## src/rtl/rxseq_pkg.sv

```systemverilog
package rxseq_pkg;
   localparam int unsigned LANES    = 2;
   localparam int unsigned LANE_PKT = 0;
   localparam int unsigned LANE_BUF = 1;

   typedef struct packed {
      logic load;
      logic adv_area;
      logic adv_pkt;
   } rxseq_evt_t;
endpackage

```

## src/rtl/rxseq_evt_dec.sv

```systemverilog
module rxseq_evt_dec
   import rxseq_pkg::*;
(
   input  logic       pkt_stored_i,
   input  logic       area_advance_i,
   input  logic       rsrc_read_i,
   input  logic       wr_en_i,
   output rxseq_evt_t evt_o
);
   // Priority: write > area move > packet store.
   // An area move caused by a resource read is discarded.
   always_comb begin
      evt_o.load     = wr_en_i;
      evt_o.adv_area = area_advance_i & ~rsrc_read_i & ~wr_en_i;
      evt_o.adv_pkt  = pkt_stored_i & ~wr_en_i;
   end
endmodule

```

## src/rtl/rxseq_ctr.sv

```systemverilog
module rxseq_ctr #(
   parameter int unsigned W = 8
) (
   input  logic         clk,
   input  logic         rst_n,
   input  logic         load_i,
   input  logic [W-1:0] load_val_i,
   input  logic         clr_i,
   input  logic         inc_i,
   output logic [W-1:0] q_o,
   output logic [W-1:0] pre_o
);
   logic [W-1:0] q_r;
   logic [W-1:0] nxt;

   always_comb begin
      // Clear is applied first, so clear and increment together give 1.
      pre_o = clr_i ? '0 : q_r;
      nxt   = pre_o + W'(inc_i);
   end

   always_ff @(posedge clk or negedge rst_n) begin
      if (!rst_n)      q_r <= '0;
      else if (load_i) q_r <= load_val_i;
      else             q_r <= nxt;
   end

   assign q_o = q_r;
endmodule

```

## src/rtl/rx_seq_tagger.sv

```systemverilog
module rx_seq_tagger
   import rxseq_pkg::*;
#(
   parameter int unsigned SEQ_W = 8
) (
   input  logic               clk,
   input  logic               rst_n,
   input  logic               pkt_stored_i,
   input  logic               area_advance_i,
   input  logic               rsrc_read_i,
   input  logic               wr_en_i,
   input  logic [2*SEQ_W-1:0] wr_data_i,
   output logic [2*SEQ_W-1:0] tag_o,
   output logic [2*SEQ_W-1:0] seq_word_o
);
   localparam int unsigned WORD_W = LANES * SEQ_W;

   if (SEQ_W < 1 || SEQ_W > 16) begin : g_bad_width
      $error("rx_seq_tagger: SEQ_W out of range");
   end

   rxseq_evt_t evt;

   rxseq_evt_dec u_dec (
      .pkt_stored_i   (pkt_stored_i),
      .area_advance_i (area_advance_i),
      .rsrc_read_i    (rsrc_read_i),
      .wr_en_i        (wr_en_i),
      .evt_o          (evt)
   );

   logic [LANES-1:0] lane_clr;
   logic [LANES-1:0] lane_inc;
   logic [WORD_W-1:0] q_word;
   logic [WORD_W-1:0] pre_word;

   always_comb begin
      lane_clr           = '0;
      lane_inc           = '0;
      lane_clr[LANE_PKT] = evt.adv_area;
      lane_inc[LANE_PKT] = evt.adv_pkt;
      lane_inc[LANE_BUF] = evt.adv_area;
   end

   for (genvar g = 0; g < LANES; g++) begin : g_lane
      logic [SEQ_W-1:0] q;
      logic [SEQ_W-1:0] pre;

      rxseq_ctr #(.W(SEQ_W)) u_ctr (
         .clk        (clk),
         .rst_n      (rst_n),
         .load_i     (evt.load),
         .load_val_i (wr_data_i[g*SEQ_W +: SEQ_W]),
         .clr_i      (lane_clr[g]),
         .inc_i      (lane_inc[g]),
         .q_o        (q),
         .pre_o      (pre)
      );

      assign q_word[g*SEQ_W +: SEQ_W] = q;

      if (g == LANE_BUF) begin : g_buf_tag
         // The stored packet is tagged with the area that follows the move.
         assign pre_word[g*SEQ_W +: SEQ_W] = evt.adv_area ? q + SEQ_W'(1) : q;
      end else begin : g_pkt_tag
         assign pre_word[g*SEQ_W +: SEQ_W] = pre;
      end
   end

   assign seq_word_o = q_word;
   assign tag_o      = pre_word;
endmodule

```

## config.mk

```make
export PLATFORM = sky130hd
export DESIGN_NAME = rx_seq_tagger
export DESIGN_NICKNAME = d
export VERILOG_FILES = /design/src/rtl/rxseq_pkg.sv /design/src/rtl/rxseq_evt_dec.sv /design/src/rtl/rxseq_ctr.sv /design/src/rtl/rx_seq_tagger.sv
export SDC_FILE = /design/constraint.sdc
export NUM_CORES = 1
export LEC_CHECK = 0
export BUFFER_PORTS_ARGS = -buffer_cell sky130_fd_sc_hd__buf_2
export CORE_ASPECT_RATIO = 2
export CORE_MARGIN = 5
export CORE_UTILIZATION = 35
export DETAILED_ROUTE_END_ITERATION = 10
export PLACE_DENSITY = 0.66
export SKIP_LAST_GASP = 1
export SLEW_MARGIN = 20
export SYNTH_ARGS = -nofsm -noshare
export SYNTH_HDL_FRONTEND = slang
export SYNTH_SLANG_ARGS = --single-unit
```

## constraint.sdc

```tcl
create_clock -name clk -period 1.8 [get_ports clk]
set_input_delay 0.36 -clock clk [delete_from_list [all_inputs] [get_ports clk]]
set_output_delay 0.36 -clock clk [all_outputs]
set_load 0.005 [all_outputs]
```

==> run metrics <==
outcome finished with violations; failing checks negative setup slack; Power Dens Cells 645.1 nW/um2; critical path class in -> out; final worst slack -0.009087 ns; Syn Std Cell Area 1106 um2; cell with the most instances after synthesis dfrtp_1; fmax 552.8 MHz; dpl cell area 1521 um2; CTS tree built; final wirelength 3.252 mm; Starting Density 35.45%; n_diodes 0; Post-route DRC 0; switching pwr 0.3348 mW; clock slew at reported path FFs 0.06 ns; Die Ht 89.50 um; core footprint 3120 um2; share of cells above drive strength 1 52.94%; Die X 49.75 um; Yosys top cell area share 36.20%; fin cells 218; CP max stage cell or3b_4; largest net degree at the start of global routing 36; Final Hold Fails 0; Area growth syn-to-layout 50.34%; Synth Area per Inst 9.066 um2; Tot GR Track Use 14.76%; Worst setup SP type input pin; R2R Setup Slk 0.30 ns; cts bufs inserted 3; dpl ws -0.2213 ns; top_reg_cell synth dfrtp_1; Final Skew 0.0007083 ns; grt total ovfl 0; Worst path depth 6; clk_lat worst skew 0.24 ns; final instance area 1663 um2; Final Critical Period 1.809 ns; Antenna Nets Post-Route 0; Internal Pwr Total 0.7379 mW; RSZ-0062 raised after global routing true; number of global-route vias before repair 1149; gpl congestion 0.8703; asr flop ratio synth 100.0%; final setup vio count 1; Syn Nets 149; # clock sinks 16; Slew Limit Fails 0; vias per inst 5.234; initial antenna violation count 0; placed cell count 212; Largest register FFs 16; worst vdd ir 0.0003829 V; port bufs 53; Die Area 4453 um2; Net Sw Frac 31.21%; vias after detailed routing 1141; max_cap viols 0; Final TNS setup -0.009087 ns; Slew headroom 74.95%; Post-synth EDFFs 0; worst min path class in -> async; CP top delay family simple AND/OR/NAND/NOR gates; hold_ws 0.02462 ns; crit-path max FO 7; cell taking the most area after synthesis dfrtp_1; CTS max path bufs 2; Static Leak 0.7991 nW; Hold Buf Count CTS 0; Std-Cell Rows 29; clock network power share 24.9%; Nets 216; count of cell types in the netlist 31; Worst Path Buf+Inv 3; clk root buf clkbuf_8; kind of end point of the critical path primary output; yosys warns 0; H-tree depth 1; R2R depth 5; detailed placement HPWL 2.569 mm; Initial DRC Count 19; synthesis-stage register bit count 16; sequential cell area fraction in the yosys report 36.20%; Synth area leaders dfrtp_1 36%, ha_1 5.7%, nand3_1 5.4%, nand2_1 4.8%, xnor2_1 4.8%; synth cell count leaders 16 x dfrtp_1, 14 x nand2_1, 12 x nand3_1, 10 x nor2_1; Post-Synthesis Cells 122; Least-Margin Pin Slew 0.3758 ns; # IOs 54; sequential power share 43.3%; first-pass GRT wire length 5.209 mm; Fill cells 291; WL/cell 14.92 um; Worst Path Arrival 1.45 ns; Comb pwr share 31.8%; CP peak stage delay 0.46 ns; worst path cell trace buf_6, or3b_4, inv_4, nand4_1, xnor2_1, buf_2; Sequential Area 409.1 um2; area occupied by multi-input gates 743.2 um2; Req. time, crit path 1.44 ns; Tcrit/Tclk final 100.5%; TritonRoute pass-1 iters 4
final timing paths:
kind                                                        from                               end
worst max-delay path                                 rsrc_read_i                         tag_o[12]
worst max register to register  g_lane[0].u_ctr.q_o[0]$_DFF_PN0_  g_lane[0].u_ctr.q_o[6]$_DFF_PN0_
min in group clk                                   wr_data_i[13]  g_lane[1].u_ctr.q_o[5]$_DFF_PN0_
max in group asynchronous                                  rst_n  g_lane[1].u_ctr.q_o[1]$_DFF_PN0_
worst min register to register  g_lane[0].u_ctr.q_o[7]$_DFF_PN0_  g_lane[0].u_ctr.q_o[7]$_DFF_PN0_
worst min-delay path                                       rst_n  g_lane[0].u_ctr.q_o[4]$_DFF_PN0_
cell usage in the layout (no fill, tap or decap), types with 2 or more instances in the layout:
| cell type | count |
|---|---|
| nor2_1 | 9 |
| nand3_1 | 10 |
| nand2_1 | 12 |
| clkbuf_8 | 3 |
| dfrtp_2 | 7 |
| mux2_2 | 4 |
| xnor2_1 | 5 |
| buf_2 | 51 |
| and4_1 | 2 |
| and2_1 | 5 |
| inv_1 | 4 |
| a221o_1 | 2 |
| dfrtp_1 | 9 |
| a2111o_1 | 2 |
| xor2_1 | 5 |
| buf_6 | 5 |
| nand4_1 | 5 |
| ha_4 | 4 |
| nand2_2 | 2 |
| nor2b_1 | 3 |
| a22o_1 | 2 |
| buf_4 | 13 |
| o21ai_0 | 4 |
power by group through the flow:
stage | sequential (mW) | combinational [mW] | clock (mW)
after global placement | 0.458 | 0.317 | 0
final | 0.465 | 0.341 | 0.267
after floorplan | 0.454 | 0.166 | 0
after detailed placement | 0.462 | 0.326 | 0
after CTS | 0.457 | 0.340 | 0.275
after global routing | 0.472 | 0.380 | 0.299
repair_timing:
action | 4_1_cts | 5_1_grt
setup endpoints to repair | 5 | 13
pin swaps | 4 | 6
buffers inserted | 2 | 1
resized for setup | 10 | 12
layer usage:
layer	wire, um	track usage, %
met4	51	6.444
met2	1795	26.68
met5	0	0
met1	1153	15.77
met3	252	3.840
area by class of cell:
type | count | share of cell area (%)
sequential | 16 | 24.61
tap | 31 | 2.333
multi-input combinational | 94 | 44.70
clock buffer | 3 | 2.483
timing repair buffer | 69 | 24.61
inverter | 5 | 1.279
cells by family after synthesis:
group | share of synthesized area (%)
multiplexers | 4.072
buffers and inverters | 6.107
XOR/XNOR | 8.710
flip-flops | 36.20
adder cells (fa/ha/maj) | 5.656
AO/OA/AOI/OAI | 9.276
AND/OR/NAND/NOR | 29.98
metrics by stage:
| step | utilization [%] | power [mW] |
|---|---|---|
| after floorplan | - | 0.6205 |
| after global placement | 48.76 | 0.7753 |
| after detailed placement | 48.76 | 0.7882 |
| after CTS | 51.88 | 1.072 |
| after global routing | 53.29 | 1.152 |
| final | 53.29 | 1.073 |
(Power assumes the default switching activity.)
